## src/rtl/rxw_pkg.sv

```systemverilog
package rxw_pkg;
  typedef enum logic [3:0] {
    S_IDLE, S_ARM_RD, S_ARM_W, S_CHK_RD, S_CHK_W, S_D0_RD, S_D0_W,
    S_D1_RD, S_D1_W, S_DATA, S_WR, S_WB, S_DRAIN, S_NX_RD, S_NX_W
  } rxw_state_e;

  localparam logic [15:0] FL_EMPTY = 16'h8000;
  localparam logic [15:0] FL_WRAP  = 16'h2000;
  localparam logic [15:0] FL_LAST  = 16'h0800;
  localparam logic [15:0] FL_LONG  = 16'h0020;
  localparam logic [15:0] FL_TRUNC = 16'h0001;
endpackage

```

## src/rtl/rxw_crc32.sv

```systemverilog
module rxw_crc32 (
  input  logic        clk,
  input  logic        rst,
  input  logic        clr,
  input  logic        en,
  input  logic [7:0]  din,
  output logic [31:0] fcs
);
  logic [31:0] crc_q;

  function automatic logic [31:0] step(input logic [31:0] c, input logic [7:0] d);
    logic [31:0] r;
    r = c;
    for (int k = 0; k < 8; k++) begin
      if (r[0] ^ d[k]) r = (r >> 1) ^ 32'hEDB88320;
      else             r = r >> 1;
    end
    return r;
  endfunction

  always_ff @(posedge clk) begin
    if (rst || clr) crc_q <= 32'hFFFF_FFFF;
    else if (en)    crc_q <= step(crc_q, din);
  end

  assign fcs = ~crc_q;
endmodule

```

## src/rtl/rxw_bufsize.sv

```systemverilog
module rxw_bufsize #(
  parameter int BUF_W = 11
) (
  input  logic             clk,
  input  logic             rst,
  input  logic             we,
  input  logic [BUF_W-1:0] wval,
  output logic [BUF_W-1:0] bsz
);
  localparam logic [BUF_W-1:0] BSZ_MAX = {{(BUF_W-4){1'b1}}, 4'b0000};

  logic [BUF_W-1:0] masked;
  assign masked = wval & BSZ_MAX;

  always_ff @(posedge clk) begin
    if (rst)     bsz <= BSZ_MAX;
    else if (we) bsz <= (masked == '0) ? BSZ_MAX : masked;
  end

  p_bsz_legal_r4: assert property (@(posedge clk) disable iff (rst)
    we |=> (bsz != '0) && (bsz[3:0] == 4'h0));
endmodule

```

## src/rtl/rxw_lane_pack.sv

```systemverilog
module rxw_lane_pack (
  input  logic        clk,
  input  logic        rst,
  input  logic        clr,
  input  logic        load,
  input  logic [1:0]  lane,
  input  logic [7:0]  din,
  output logic [31:0] word,
  output logic [3:0]  be
);
  always_ff @(posedge clk) begin
    if (rst || clr) begin
      word <= '0;
      be   <= '0;
    end else if (load) begin
      word[{~lane, 3'b000} +: 8] <= din;
      be[~lane]                  <= 1'b1;
    end
  end

  p_lane_once_r3: assert property (@(posedge clk) disable iff (rst)
    (load && !clr) |=> be[~$past(lane)]);
endmodule

```

## src/rtl/rx_ring_writer.sv

```systemverilog
module rx_ring_writer
  import rxw_pkg::*;
#(
  parameter int AW        = 32,
  parameter int LW        = 16,
  parameter int BUF_W     = 11,
  parameter int MAX_FRAME = 2032
) (
  input  logic             clk,
  input  logic             rst,
  input  logic [AW-1:0]    cfg_ring_base,
  input  logic [LW-1:0]    cfg_rx_limit,
  input  logic             cfg_bsz_we,
  input  logic [BUF_W-1:0] cfg_bsz_val,
  input  logic             ring_restart,
  input  logic             rx_arm,
  output logic             rx_enabled,
  input  logic             frm_valid,
  input  logic [LW-1:0]    frm_len,
  output logic             frm_ready,
  input  logic             byte_valid,
  input  logic [7:0]       byte_data,
  output logic             byte_ready,
  output logic             mem_req,
  output logic             mem_we,
  output logic [AW-1:0]    mem_addr,
  output logic [31:0]      mem_wdata,
  output logic [3:0]       mem_be,
  input  logic [31:0]      mem_rdata,
  input  logic             mem_rvalid,
  output logic             ev_buf,
  output logic             ev_frame,
  output logic             ev_drop
);
  localparam int            FCS_BYTES  = 4;
  localparam logic [LW-1:0] MAXF       = LW'(MAX_FRAME);
  localparam logic [AW-1:0] ALIGN_MASK = ~AW'(3);
  localparam logic [AW-1:0] DESC_STEP  = AW'(8);

  rxw_state_e    state_q;
  logic [AW-1:0] ptr_q, walk_q, waddr_q;
  logic [LW-1:0] len_q, stored_q, need_q, in_cnt_q, st_cnt_q, ch_len_q, ch_cnt_q;
  logic [15:0]   dflags_q, err_q;
  logic          drop_q, rx_en_q, arm_pend_q, rst_pend_q;

  logic [BUF_W-1:0] bsz_w;
  logic [LW-1:0]    maxbuf;
  logic [31:0]      fcs_w, pack_word;
  logic [3:0]       pack_be;

  rxw_bufsize #(.BUF_W(BUF_W)) u_bsz (
    .clk(clk), .rst(rst), .we(cfg_bsz_we), .wval(cfg_bsz_val), .bsz(bsz_w));
  assign maxbuf = LW'(bsz_w);

  // Frame admission arithmetic
  logic [LW:0]   len_plus;
  logic          trunc_c, long_c;
  logic [LW-1:0] stored_c;
  logic [15:0]   err_c;
  assign len_plus = {1'b0, frm_len} + (LW+1)'(FCS_BYTES);
  assign trunc_c  = len_plus > (LW+1)'(MAX_FRAME);
  assign stored_c = trunc_c ? MAXF : len_plus[LW-1:0];
  assign long_c   = trunc_c || (stored_c > cfg_rx_limit);
  assign err_c    = (trunc_c ? FL_TRUNC : 16'h0) | (long_c ? FL_LONG : 16'h0);

  logic [AW-1:0] base_al, ptr_adv;
  assign base_al = cfg_ring_base & ALIGN_MASK;
  assign ptr_adv = ((dflags_q & FL_WRAP) != 16'h0) ? base_al : ptr_q + DESC_STEP;

  logic [LW-1:0] rem_c, chunk_c, crc_off;
  assign rem_c   = stored_q - st_cnt_q;
  assign chunk_c = (rem_c <= maxbuf) ? rem_c : maxbuf;
  assign crc_off = st_cnt_q - len_q;

  // Byte source: stream payload first, then the check sequence
  logic       src_crc, take, last_c;
  logic [7:0] byte_mux;
  assign src_crc  = (in_cnt_q == len_q);
  assign byte_mux = src_crc ? fcs_w[{~crc_off[1:0], 3'b000} +: 8] : byte_data;
  assign take     = (state_q == S_DATA) && (src_crc || byte_valid);
  assign last_c   = (st_cnt_q == stored_q);

  rxw_crc32 u_crc (
    .clk(clk), .rst(rst), .clr(state_q == S_IDLE), .en(take && !src_crc),
    .din(byte_data), .fcs(fcs_w));

  rxw_lane_pack u_pack (
    .clk(clk), .rst(rst), .clr(state_q == S_WR), .load(take),
    .lane(ch_cnt_q[1:0]), .din(byte_mux), .word(pack_word), .be(pack_be));

  logic [15:0] wb_flags;
  assign wb_flags = (dflags_q & ~FL_EMPTY) | (last_c ? (FL_LAST | err_q) : 16'h0);

  assign frm_ready  = (state_q == S_IDLE) && !arm_pend_q && !rst_pend_q;
  assign byte_ready = ((state_q == S_DATA) && !src_crc) ||
                      ((state_q == S_DRAIN) && (in_cnt_q != len_q));
  assign rx_enabled = rx_en_q;

  always_comb begin
    mem_req   = 1'b0;
    mem_we    = 1'b0;
    mem_addr  = ptr_q;
    mem_wdata = 32'h0;
    mem_be    = 4'h0;
    unique case (state_q)
      S_ARM_RD, S_D0_RD, S_NX_RD: mem_req = 1'b1;
      S_CHK_RD: begin mem_req = 1'b1; mem_addr = walk_q; end
      S_D1_RD:  begin mem_req = 1'b1; mem_addr = ptr_q + AW'(4); end
      S_WR: begin
        mem_req = 1'b1; mem_we = 1'b1; mem_addr = waddr_q;
        mem_wdata = pack_word; mem_be = pack_be;
      end
      S_WB: begin
        mem_req = 1'b1; mem_we = 1'b1;
        mem_wdata = {wb_flags, ch_len_q}; mem_be = 4'hF;
      end
      default: ;
    endcase
  end

  always_ff @(posedge clk) begin
    if (rst) begin
      state_q    <= S_IDLE;
      ptr_q      <= cfg_ring_base & ALIGN_MASK;
      walk_q     <= '0;
      waddr_q    <= '0;
      len_q      <= '0;
      stored_q   <= '0;
      need_q     <= '0;
      in_cnt_q   <= '0;
      st_cnt_q   <= '0;
      ch_len_q   <= '0;
      ch_cnt_q   <= '0;
      dflags_q   <= '0;
      err_q      <= '0;
      drop_q     <= 1'b0;
      rx_en_q    <= 1'b0;
      arm_pend_q <= 1'b0;
      rst_pend_q <= 1'b0;
      ev_buf     <= 1'b0;
      ev_frame   <= 1'b0;
      ev_drop    <= 1'b0;
    end else begin
      ev_buf   <= 1'b0;
      ev_frame <= 1'b0;
      ev_drop  <= 1'b0;
      unique case (state_q)
        S_IDLE: begin
          if (rst_pend_q) begin
            ptr_q      <= base_al;
            rx_en_q    <= 1'b0;
            rst_pend_q <= 1'b0;
          end else if (arm_pend_q) begin
            if (rx_en_q) arm_pend_q <= 1'b0;
            else         state_q    <= S_ARM_RD;
          end else if (frm_valid) begin
            len_q    <= frm_len;
            stored_q <= stored_c;
            need_q   <= stored_c;
            err_q    <= err_c;
            in_cnt_q <= '0;
            st_cnt_q <= '0;
            walk_q   <= ptr_q;
            if (rx_en_q) begin
              drop_q  <= 1'b0;
              state_q <= S_CHK_RD;
            end else begin
              drop_q  <= 1'b1;
              ev_drop <= 1'b1;
              state_q <= S_DRAIN;
            end
          end
        end
        S_ARM_RD: state_q <= S_ARM_W;
        S_ARM_W: if (mem_rvalid) begin
          rx_en_q    <= mem_rdata[31];
          arm_pend_q <= 1'b0;
          state_q    <= S_IDLE;
        end
        S_CHK_RD: state_q <= S_CHK_W;
        S_CHK_W: if (mem_rvalid) begin
          if (!mem_rdata[31]) begin
            drop_q  <= 1'b1;
            ev_drop <= 1'b1;
            state_q <= S_DRAIN;
          end else if (need_q <= maxbuf) begin
            state_q <= S_D0_RD;
          end else begin
            need_q  <= need_q - maxbuf;
            walk_q  <= mem_rdata[29] ? base_al : walk_q + DESC_STEP;
            state_q <= S_CHK_RD;
          end
        end
        S_D0_RD: state_q <= S_D0_W;
        S_D0_W: if (mem_rvalid) begin
          dflags_q <= mem_rdata[31:16];
          state_q  <= S_D1_RD;
        end
        S_D1_RD: state_q <= S_D1_W;
        S_D1_W: if (mem_rvalid) begin
          waddr_q  <= mem_rdata & 32'hFFFF_FFFC;
          ch_len_q <= chunk_c;
          ch_cnt_q <= '0;
          state_q  <= S_DATA;
        end
        S_DATA: if (take) begin
          st_cnt_q <= st_cnt_q + 1'b1;
          ch_cnt_q <= ch_cnt_q + 1'b1;
          if (!src_crc) in_cnt_q <= in_cnt_q + 1'b1;
          if (ch_cnt_q[1:0] == 2'd3 || ch_cnt_q + 1'b1 == ch_len_q) state_q <= S_WR;
        end
        S_WR: begin
          waddr_q <= waddr_q + AW'(4);
          state_q <= (ch_cnt_q == ch_len_q) ? S_WB : S_DATA;
        end
        S_WB: begin
          ptr_q    <= ptr_adv;
          ev_frame <= last_c;
          ev_buf   <= !last_c;
          if (!last_c)                  state_q <= S_D0_RD;
          else if (in_cnt_q != len_q)   state_q <= S_DRAIN;
          else                          state_q <= S_NX_RD;
        end
        S_DRAIN: begin
          if (in_cnt_q == len_q)  state_q  <= drop_q ? S_IDLE : S_NX_RD;
          else if (byte_valid)    in_cnt_q <= in_cnt_q + 1'b1;
        end
        S_NX_RD: state_q <= S_NX_W;
        S_NX_W: if (mem_rvalid) begin
          rx_en_q <= mem_rdata[31];
          state_q <= S_IDLE;
        end
        default: state_q <= S_IDLE;
      endcase
      if (ring_restart) rst_pend_q <= 1'b1;
      if (rx_arm)       arm_pend_q <= 1'b1;
    end
  end

  // Assertions
  p_one_outstanding_r11: assert property (@(posedge clk) disable iff (rst)
    (mem_req && !mem_we) |=> !mem_req);
  p_word_aligned_r11: assert property (@(posedge clk) disable iff (rst)
    mem_req |-> (mem_addr[1:0] == 2'b00));
  p_chunk_bound_r3: assert property (@(posedge clk) disable iff (rst)
    (state_q == S_WB) |-> (ch_len_q != '0) && (ch_len_q <= maxbuf));
  p_stored_cap_r6: assert property (@(posedge clk) disable iff (rst)
    (state_q == S_DATA) |-> (st_cnt_q < stored_q) && (stored_q <= MAXF));
  p_events_excl_r9: assert property (@(posedge clk) disable iff (rst)
    $onehot0({ev_buf, ev_frame, ev_drop}));
  p_drop_no_write_r2: assert property (@(posedge clk) disable iff (rst)
    ev_drop |=> !mem_req);
endmodule

```

## config.mk

```make
export PLATFORM = sky130hd
export DESIGN_NAME = rx_ring_writer
export DESIGN_NICKNAME = d
export VERILOG_FILES = /design/src/rtl/rxw_pkg.sv /design/src/rtl/rxw_crc32.sv /design/src/rtl/rxw_bufsize.sv /design/src/rtl/rxw_lane_pack.sv /design/src/rtl/rx_ring_writer.sv
export SDC_FILE = /design/constraint.sdc
export NUM_CORES = 1
export LEC_CHECK = 0
export BUFFER_PORTS_ARGS = -buffer_cell sky130_fd_sc_hd__buf_2
export CAP_MARGIN = 20
export CORE_ASPECT_RATIO = 0.9
export CORE_MARGIN = 2
export CORE_UTILIZATION = 45
export DETAILED_ROUTE_END_ITERATION = 12
export GPL_ROUTABILITY_DRIVEN = 0
export SLEW_MARGIN = 20
export SYNTH_ARGS = -nofsm -noshare
export SYNTH_HDL_FRONTEND = slang
export SYNTH_HIERARCHICAL = 1
export SYNTH_SLANG_ARGS = --single-unit
```

## constraint.sdc

```tcl
create_clock -name clk -period 4.92 [get_ports clk]
set_input_delay 0 -clock clk [delete_from_list [all_inputs] [get_ports clk]]
set_output_delay 0 -clock clk [all_outputs]
set_load 0.1 [all_outputs]
```

### After elaboration in Yosys (flattened, before gate mapping)

Cells that the tools add are included.

| storage, ports and cells | value |
|---|---|
| output and inout port bits | 76 |
| logic and storage cells | 273 |
| register bits | 329 |
| input bits | 123 |

| operators by class | value |
|---|---|
| bitwise logic cells | 25 |
| $lt $le $gt $ge | 6 |
| $add $sub $neg | 12 |
| equal/unequal tests | 42 |
| reduce and logical (&&, ||, !) cells | 47 |
| multiplexer cells | 113 |
| shifts and indexed selects | 3 |

Operators with widths:

| cell | number |
|---|---|
| $mux 32 | 33 |
| $mux 16 | 19 |
| $pmux 32 s2 | 4 |
| $not 13->14 | 8 |
| $pmux 16 s2 | 3 |
| $pmux 32 s3 | 1 |
| $add 32x3->32 const B | 2 |
| $add 32x4->32 const B | 2 |
| $eq 16x16->1 | 4 |
| $mux 4 | 15 |
| $pmux 4 s14 | 1 |
| $add 16x1->16 const B | 3 |
| $pmux 16 s3 | 1 |
| $bwmux 32 | 1 |
| $le 16x11->1 | 2 |
| $not 32->32 | 1 |
| $shift 8x7->32 const A | 1 |
| $shiftx 32x6->8 | 1 |
| $shiftx 8x7->32 | 1 |
| $ne 2x2->1 const B | 15 |
| $eq 4x4->1 const B | 7 |
| $mux 1 | 24 |
| $add 16x3->17 const B | 1 |
| $gt 17x11->1 const B | 1 |
| 45 further kinds | 97 |

### Longest topological paths before layout

Gate-level depths: netlist of run 1.

| logic depth | value |
|---|---|
| depth after elaboration | 32 |
| mapped depth | 19 |
| gate-level depth less buffers | 18 |

### Cells and area by module

The synthesis of run 1 kept the hierarchy.

By module, submodules not included:

| module | area each (um^2) | cells an instance | seq. area each (um^2) | instances |
|---|---|---|---|---|
| rx_ring_writer | 16,153.0 | 2,139 | 4,924.7 | 1 |
| rxw_crc32 | 1,973.1 | 211 | 640.6 | 1 |
| rxw_lane_pack | 1,435.1 | 150 | 720.7 | 1 |
| rxw_bufsize | 339.1 | 38 | 140.1 | 1 |

### Least setup slack after synthesis of run 1

No wires, ideal clock.

| path | value |
|---|---|
| kind | reg-to-output |
| start | register ptr_q[3] |
| end | output mem_addr[28] |
| slack | -192 ps |
| path buffers | 0 |
| data required time | 4,920 ps |
| stages on the path, launching flop included | 9 |
| data arrival time | 5,112 ps |
| cell sequence | edfxtp_1 > ha_1 > nand3_1 > nor3_1 > and3_1 > nand2_1 > nor2_1 > nand4_1 > o311ai_0 |

| on the way | value |
|---|---|
| word-level cells in the longest chain between the ends | 2 |

Ends and longest elaborated chain:

| what | RTL line | source |
|---|---|---|
| from (decl) | rx_ring_writer.sv:41 | `logic [AW-1:0] ptr_q, walk_q, waddr_q;` |
| from (signal assigned) | rx_ring_writer.sv:124 | `ptr_q <= cfg_ring_base & ALIGN_MASK;` |
| from (signal assigned) | rx_ring_writer.sv:150 | `ptr_q <= base_al;` |
| from (signal assigned) | rx_ring_writer.sv:217 | `ptr_q <= ptr_adv;` |
| $add 32x3->32 | rx_ring_writer.sv:108 | `S_D1_RD: begin mem_req = 1'b1; mem_addr = ptr_q + AW'(4); end` |
| $pmux 32 s3 | rx_ring_writer.sv:105 | `unique case (state_q)` |
| to (decl) | rx_ring_writer.sv:26 | `output logic [AW-1:0] mem_addr,` |

No other way between the ends.

### Worst setup path after layout of run 1

| path | value |
|---|---|
| start | register state_q[3] |
| end | output mem_addr[27] |

| on the way | value |
|---|---|
| word-level cells in the longest chain between the ends | 2 |
| elaborated cells between the ends (all ways) | 4 |

Ends and longest elaborated chain:

| what | RTL line | source |
|---|---|---|
| from (decl) | rx_ring_writer.sv:40 | `rxw_state_e state_q;` |
| from (signal assigned) | rx_ring_writer.sv:214 | `state_q <= (ch_cnt_q == ch_len_q) ? S_WB : S_DATA;` |
| from (signal assigned) | rx_ring_writer.sv:225 | `if (in_cnt_q == len_q) state_q <= drop_q ? S_IDLE : S_NX_RD;` |
| $eq 4x4->1, or another cell as far along | rx_ring_writer.sv:105 |  |
| $pmux 32 s3 (*) | rx_ring_writer.sv:105 |  |

Mark *: on every way between the ends. The rest lies on a longest branch, timed or not.

==> results list, run 1 <==
- The run finished with clean final reports.
- The critical path is of the reg2out type.
* Number of I/O pins: between 150 and 200
- Detail Placement HPWL: approximately 46,000 um
- Number of nets with antenna violations after detailed routing: 0
- Max-capacitance violation count: 0
- Timing would allow up to around 230 MHz.
* Worst R2R Setup Slack: 0.97 ns
* Synth Cell Area: 19,900 um2
- Distinct cell type count after synthesis: 95
- The via count of the first global-routing pass was about 18,000.
- Starting DRC count in detailed routing: 1,998
- Using the TritonRoute via totals, the vias-per-cell ratio works out to 5.85.
- Sum of routed wire length over all layers: 65,300 um
- Area growth syn-to-layout: 19.9%
* Portion of the post-synthesis area used by sequential elements: 32.3%
- The worst pin sits at a relative slew slack of 29.9%.
* Share of the core filled with cells in the final layout: a little over half
- Number of enable flip-flop cells after synthesis: 30
- Clock tree from TritonCTS: yes
- Capture instance of the worst register-to-register path: ch_len_q[6]$_SDFFE_PP0P_
* CP startpoint kind: flop
* Port-buffer cells: 190
- The first global-routing pass estimated 102,000 um of wire.
- Top cell type by total area after synthesis: sky130_fd_sc_hd__dfxtp_1
- The startpoint identified for the worst hold timing path is byte_data[5].
- The design draws 0.0100 W.
- The worst hold path was traced through 4 stages.
* Finished Cell Area: 23,900 um2
- Clock latency reported for the late side of the worst-skew pair: between 0.5 and 0.6 ns
* Nets: 2,950
- Clock input transition at the sequential cells of the worst setup and hold paths: 0.06 ns
* Cells after synthesis: 2,538
- Total routing resource utilization after global routing: 27.9%
- Net switching is about two fifths of the power.
- The post-route netlist has between 10 and 15% of its cells at a drive strength greater than 1.
* Die Span Y: 204 um
- Clock buffer count from CTS: 36
- Post-CTS timing repair inserted 0 buffers for setup.
* Fill cell count: 4,161
- Timing analysis after detailed placement gives a worst setup slack of 1.04 ns.
* Clock net sink count: 306
- Number of DRC violations after detailed routing: 0
- Along the worst path, the maximum fanout reaches 47.
- Clock power frac: 28.1%
* Commonest register cell after synthesis: sky130_fd_sc_hd__dfxtp_1
- By area the synthesized netlist is led by sky130_fd_sc_hd__dfxtp_1 28%, sky130_fd_sc_hd__xnor2_1 5.8%, sky130_fd_sc_hd__nand2_1 5.8%, sky130_fd_sc_hd__a21oi_1 5.5%, sky130_fd_sc_hd__nor2_1 5.3%.
- Entering global routing, the biggest net connects a little over 70 pins.
- Initial antenna violation count: 2
- Ranked by instance count, the synthesized netlist is headed by 307 x sky130_fd_sc_hd__nand2_1, 280 x sky130_fd_sc_hd__nor2_1, 276 x sky130_fd_sc_hd__dfxtp_1, 220 x sky130_fd_sc_hd__a21oi_1, 132 x sky130_fd_sc_hd__xnor2_1.
* Chain of cells forming the critical path: nor2b_1 > nand2_1 > buf_4 > clkinv_1 > nand2_1 > inv_2 > nor2_1 > buf_4 > a21oi_1 > nor2_1 > a21oi_1 > buf_2
* Slowest cell on the critical path: sky130_fd_sc_hd__dfxtp_1
- Worst VDD drop: roughly 0.00026 V
- Number of vias after detailed routing: 19,800
- The floorplan has 73 rows.
- Final-report setup violation count: 0
* Share of Yosys cell area claimed by the top area cell type: 27.8%
- Sw Pwr: 0.00408 W
* H-tree level count: 2
* WP depth: 12
- In this run, synthesis produced a sequential element count of ~310.
- Together, buffers and inverters on the worst path number 5.
- The worst register-to-register path begins at st_cnt_q[1]$_SDFFE_PP0P_.
* Per-instance average area after synthesis: 7.84 um2
- Leakage Power: 9.21 nW
- Cell family with most CP delay: buffers and inverters
- Cell area power density: 419 nW/um2
* Starting utilization of the core area: a little under half
- The clock passes through at most 3 buffers.
- Overflow left after global routing: 0
- Number of detailed-route iterations in the first pass: 9
- Slack of the critical path: 0.663 ns
* Die Width: 226 um
* Worst reg-to-reg path cell count: 16
* WHS Endpoint: u_crc/crc_q[27]$_SDFFE_PP1P_
* RSZ-0062 raised after global routing: false
- The final hold violation count came to 0.
* Total number of yosys warnings: 6
* Crit path capture type: output port
* Quantity of hold-fixing buffers added after cts: 111
* Arrival @ worst endpoint: about 4.3 ns
- At the pin with the least slew margin, the transition time is 1.05 ns.
- CP peak stage delay: 0.73 ns
* Final clock period utilization by the worst path: 86.5%
* Post_cts resized: 0
* Total count of max-transition violations in the final report: 0
* Post-placement cell area: 21,500 um2
- Core Footprint: 43,900 um2
* Final routed wire length divided by cell count: 19.3 um
- STA puts the critical path data required time at 4.92 ns.
* Worst hold-check path type: in2reg
- The tree is rooted in a sky130_fd_sc_hd__clkbuf_16.
- Most frequently used cell type in the post-synthesis netlist: sky130_fd_sc_hd__nand2_1
- Min cycle time layout: 4.26 ns
- Power share of the combinational group: 39.7%
- The die covers 45,900 um2.
* Share of flip-flops with an asynchronous set or reset after synthesis: 0%
- Per report_power, the sequential group accounts for 32.2% of the total.
* Clock skew: between 0.01 and 0.015 ns
- Internal power comes to 0.00593 W.
- Summed over all failing endpoints, the final setup total negative slack is 0 ns.
-- registers in the layout, indices dropped and copies added, names as in the netlist, 7 cells and up --
| name | count |
|---|---|
| ch_cnt_q | 16 |
| st_cnt_q | 16 |
| walk_q | 31 |
| in_cnt_q | 16 |
| u_pack/word | 32 |
| u_crc/crc_q | 32 |
| dflags_q | 15 |
| waddr_q | 30 |
| u_bsz/bsz | 7 |
| ch_len_q | 16 |
| len_q | 16 |
| need_q | 16 |
| stored_q | 16 |
| ptr_q | 30 |
-- final cells by class --
cell class                      count  area [um2]  share of cell area [%]
Sequential cell                   306        6430                    26.9
Inverter                          108         405                    1.70
Multi-Input combinational cell   1975       12500                    52.2
Timing Repair Buffer              328        2590                    10.8
Clock buffer                       54        1120                    4.70
Antenna cell                        2        5.00                  0.0210
Clock inverter                     10         101                   0.425
Tap cell                          600         751                    3.15
-- cell usage in the layout (no fill, tap or decap), types with 27 or more instances in the layout --
master,count
sky130_fd_sc_hd__nor3_1,81
sky130_fd_sc_hd__nor2_1,276
sky130_fd_sc_hd__dlygate4sd3_1,111
sky130_fd_sc_hd__buf_4,27
sky130_fd_sc_hd__o211ai_1,44
sky130_fd_sc_hd__a22oi_1,27
sky130_fd_sc_hd__nand4_1,48
sky130_fd_sc_hd__xnor2_1,132
sky130_fd_sc_hd__nand2_1,307
sky130_fd_sc_hd__o21ai_0,118
sky130_fd_sc_hd__xor2_1,57
sky130_fd_sc_hd__edfxtp_1,30
sky130_fd_sc_hd__and3_1,40
sky130_fd_sc_hd__a21oi_1,220
sky130_fd_sc_hd__ha_1,70
sky130_fd_sc_hd__nand3_1,73
sky130_fd_sc_hd__buf_2,168
sky130_fd_sc_hd__mux2i_1,44
sky130_fd_sc_hd__inv_1,103
sky130_fd_sc_hd__dfxtp_1,275
sky130_fd_sc_hd__a211oi_1,34
sky130_fd_sc_hd__clkbuf_16,39
-- worst reg2reg max path, stage by stage, from the launching register on --
cell                       delay [ns]
sky130_fd_sc_hd__dfxtp_1         0.43
sky130_fd_sc_hd__inv_1           0.11
sky130_fd_sc_hd__ha_1            0.30
sky130_fd_sc_hd__nor2b_1         0.15
sky130_fd_sc_hd__o31ai_1         0.51
sky130_fd_sc_hd__a21oi_1         0.21
sky130_fd_sc_hd__o21a_1          0.22
sky130_fd_sc_hd__nor2_1          0.11
sky130_fd_sc_hd__xnor2_1         0.12
sky130_fd_sc_hd__ha_1            0.32
sky130_fd_sc_hd__nand4_1         0.13
sky130_fd_sc_hd__o31ai_1         0.27
sky130_fd_sc_hd__a31oi_1         0.12
sky130_fd_sc_hd__nor4_4          0.22
sky130_fd_sc_hd__buf_4           0.25
sky130_fd_sc_hd__mux2i_1         0.23
sky130_fd_sc_hd__a211oi_1        0.09
-- cells by family (layout without fill, tap and decap cells) --
family / count (synthesis) / after routing / share of synthesized area (%)
mux: 62 / 62 / 3.68
other cells: 2 / 11 / 0.0377
simple gates: 992 / 992 / 23.5
buf+inv: 264 / 500 / 5.38
fa+ha+maj: 73 / 73 / 4.65
xor+xnor: 206 / 206 / 10.0
compound gates: 633 / 633 / 20.5
flops: 306 / 306 / 32.3
-- layer usage --
metal / up-vias / global-route usage (%) / share of wire (%)
met1: 9406 / 40.1 / 46
met4: 2 / 7.64 / 2.4
li1: 9482 / - / -
met2: 795 / 42.5 / 43
met5: - / 0 / 0.011
met3: 106 / 5.55 / 8.0
-- power by group through the flow --
stage / Sequential, W / Clock (W) / Combinational (W)
6_report: 0.00323 / 0.00281 / 0.00397
5_1_grt: 0.00326 / 0.00294 / 0.00429
4_1_cts: 0.00320 / 0.00284 / 0.00394
3_5_place_dp: 0.00326 / 0 / 0.00386
3_3_place_gp: 0.00325 / 0 / 0.00380
2_1_floorplan: 0.00305 / 0 / 0.00292
-- stage by stage --
stage                     std cells  hold slack [ns]
final                          3383           0.0261
after global routing           3382           0.0277
after CTS                      3381           0.0137
after detailed placement       3206            0.265
after global placement         3206            0.259
after floorplan                2545            0.117
-- worst max path at each step --
stage	endpoint	from	slack (ns)
2_1_floorplan	mem_addr[18]	state_q[2]$_SDFFE_PP0P_	-0.07
3_3_place_gp	ch_len_q[9]$_SDFFE_PP0P_	st_cnt_q[1]$_SDFFE_PP0P_	1.13
3_5_place_dp	ch_len_q[9]$_SDFFE_PP0P_	st_cnt_q[1]$_SDFFE_PP0P_	1.04
4_1_cts	mem_addr[27]	state_q[3]$_SDFFE_PP0P_	0.71
5_1_grt	mem_addr[4]	state_q[3]$_SDFFE_PP0P_	0.36
6_report	mem_addr[27]	state_q[3]$_SDFFE_PP0P_	0.66
Power figures use the tool's default switching activity.
==> run 2, diff against run 1 <==
- clock period: 4.92 -> 4 ns (I/O delays scaled with it)
==> results list, run 2 (synthesis results as in run 1) <==
* Worst VDD drop: 0.000335 V
* Cell area power density: 517 nW/um2
- Area growth syn-to-layout: 21.0%
- At the later pin of the worst-skew pair, clock insertion delay measures between 0.5 and 0.6 ns.
- Wires add up to 64,900 um.
- The worst setup path is captured at a flop.
- The clock period could shrink to roughly 3.8 ns.
* Starting utilization of the core area: 45.3%
* Critical path class: reg2reg
* Initial antenna violation count: 2
- Setup violations remaining at the end of the flow were counted as 0.
- CP startpoint kind: flop
- Clock tree from TritonCTS: yes
- Number of global-route vias before repair: around 18,000
- The number of cells on the worst reg-to-reg path is 18.
* Final Hold Violating Endpoints: 0
- In this run the most critical hold path is launched from byte_data[1].
* Setup TNS: 0 ns
- Data on the critical path is required at its endpoint by 4.39 ns.
- Fill cell count: roughly 4,200
- The tree built by TritonCTS fans out to 306 sinks.
- The clock tree synthesis step divided the H-tree into 2 levels.
- Worst hold slack across all endpoints: 0.0270 ns
* Detail Placement HPWL: between 40,000 and 50,000 um
- From bottom edge to top edge, the die measures 204 um.
- Clock skew: 0.0174 ns
- Root buffer cell: sky130_fd_sc_hd__clkbuf_16
- Number of nets with antenna violations after detailed routing: 0
- Port-buffer cells: 190
* Arrival @ worst endpoint: between 4 and 5 ns
- Final routed wire length divided by cell count: 19.1 um
- Counting along the longest clock path gives a buffer depth of 3.
* Number of vias after detailed routing: 19,900
- Maximum net fanout on the critical path: 13
- Max-capacitance violation count: 0
* Startpoint of the worst register-to-register path: st_cnt_q[0]$_SDFFE_PP0P_
- Summed over all cells, the static leakage comes to 9.31 nW.
- Number of detailed-route iterations in the first pass: 7
* RSZ-0062 raised after global routing: false
- Most frequent standard cell in the layout excluding fill and tap cells: sky130_fd_sc_hd__nand2_1
- Of the cells placed in the final design, the portion with a size suffix greater than 1 is 12.9%.
* Hold Path Cell Cnt: 3
* Overflow left after global routing: 0
- Total routing resource utilization after global routing: 27.9%
- The detailed router finished its first iteration with 1,920 violations.
* Worst slew margin relative to its limit: 32.0%
* Nets: 2,966
* Core Footprint: 43,900 um2
- Die Width: 226 um
* Clock buffer count from CTS: 37
- The largest registers in the layout are u_crc/crc_q: 32 flops, u_pack/word: 32 flops, walk_q: 31 flops.
* Number of rows created at floorplan: 73
* Worst hold-check path type: in2reg
- Number of I/O pins: 199
- The die covers between 40,000 and 50,000 um2.
* Number of DRC violations after detailed routing: 0
* Pin count of the biggest net entering global routing: 67
- Timing-limited maximum frequency: 265 MHz
* First-pass GRT wire length: a little over 100,000 um
* Result of the run: complete, no violations
* Slew @ Worst Pin: 1.02 ns
- Using the TritonRoute via totals, the vias-per-cell ratio works out to 5.84.
- Commonest cells after routing, fill and taps aside: 306 x sky130_fd_sc_hd__nand2_1, 276 x sky130_fd_sc_hd__nor2_1, 275 x sky130_fd_sc_hd__dfxtp_1
- The final critical path takes up between 90% and 100% of the cycle.
- The critical path starts at st_cnt_q[0]$_SDFFE_PP0P_.
- The final max-slew violation count came to 0.
* Clock input transition at the sequential cells of the worst setup and hold paths: 0.06 ns
==> run 2: critical path: stages (launching register included) <==
cell	delay [ns]
sky130_fd_sc_hd__dfxtp_1	0.39
sky130_fd_sc_hd__ha_1	0.19
sky130_fd_sc_hd__inv_1	0.05
sky130_fd_sc_hd__fa_1	0.42
sky130_fd_sc_hd__a211oi_1	0.33
sky130_fd_sc_hd__o21bai_1	0.12
sky130_fd_sc_hd__a21oi_1	0.24
sky130_fd_sc_hd__o21ai_0	0.13
sky130_fd_sc_hd__xor2_1	0.18
sky130_fd_sc_hd__ha_1	0.20
sky130_fd_sc_hd__a21o_1	0.15
sky130_fd_sc_hd__a21oi_1	0.18
sky130_fd_sc_hd__nand2_1	0.07
sky130_fd_sc_hd__o31ai_1	0.06
sky130_fd_sc_hd__a31oi_1	0.10
sky130_fd_sc_hd__nor4_4	0.21
sky130_fd_sc_hd__buf_4	0.26
sky130_fd_sc_hd__mux2i_1	0.24
sky130_fd_sc_hd__a211oi_1	0.09
==> run 2: through the flow <==
step	power [W]	area [um2]	cells	worst slack [ns]	utilization, %
6_report	0.0124	24100	3399	0.226	54.8
5_1_grt	0.0131	24100	3398	0.0104	54.8
4_1_cts	0.0125	24000	3397	0.0621	54.7
3_5_place_dp	0.00880	21600	3218	0.130	49.2
3_3_place_gp	0.00874	21600	3218	0.285	49.2
2_1_floorplan	0.00735	19900	2545	-0.987	-
==> run 2: timing repair <==
item                                   4_1_cts  5_1_grt
setup endpoints to repair                    0       19
endpoints found under the hold margin      149        0
hold buffers                               114        0
resized for setup                            0        6
buffers inserted                             0        0
==> run 2: power breakdown <==
group          internal, W  switching, W  leakage (nW)
registers          0.00344      0.000488          2.53
clock network      0.00219       0.00136         0.616
logic              0.00183       0.00313          6.16
total              0.00746       0.00499          9.31
==> run 2: layout make-up <==
cell class | count | area, um2 | share of cell area [%]
Clock inverter | 7 | 141 | 0.587
Antenna cell | 2 | 5.00 | 0.0208
Timing Repair Buffer | 343 | 2720 | 11.3
Inverter | 108 | 405 | 1.68
Clock buffer | 58 | 1130 | 4.68
Tap cell | 600 | 751 | 3.12
Multi-Input combinational cell | 1975 | 12500 | 51.9
Sequential cell | 306 | 6430 | 26.7
==> run 2: path summary, 6_finish.rpt <==
path	to	slack (ns)
max	ch_len_q[9]$_SDFFE_PP0P_	0.23
min	u_pack/word[17]$_SDFFE_PP0P_	0.03
max reg2reg	ch_len_q[9]$_SDFFE_PP0P_	0.23
min reg2reg	u_pack/word[11]$_SDFFE_PP0P_	0.45
==> run 2: per-layer routing <==
| layer | up-vias | GRT usage [%] | wire, um | part of all wire [%] |
|---|---|---|---|---|
| li1 | 9545 | - | - | - |
| met2 | 762 | 42.6 | 28200 | 43 |
| met5 | - | 0 | 7 | 0.011 |
| met4 | 2 | 8.56 | 1830 | 2.8 |
| met1 | 9435 | 40.3 | 29700 | 46 |
| met3 | 112 | 4.65 | 5110 | 7.9 |
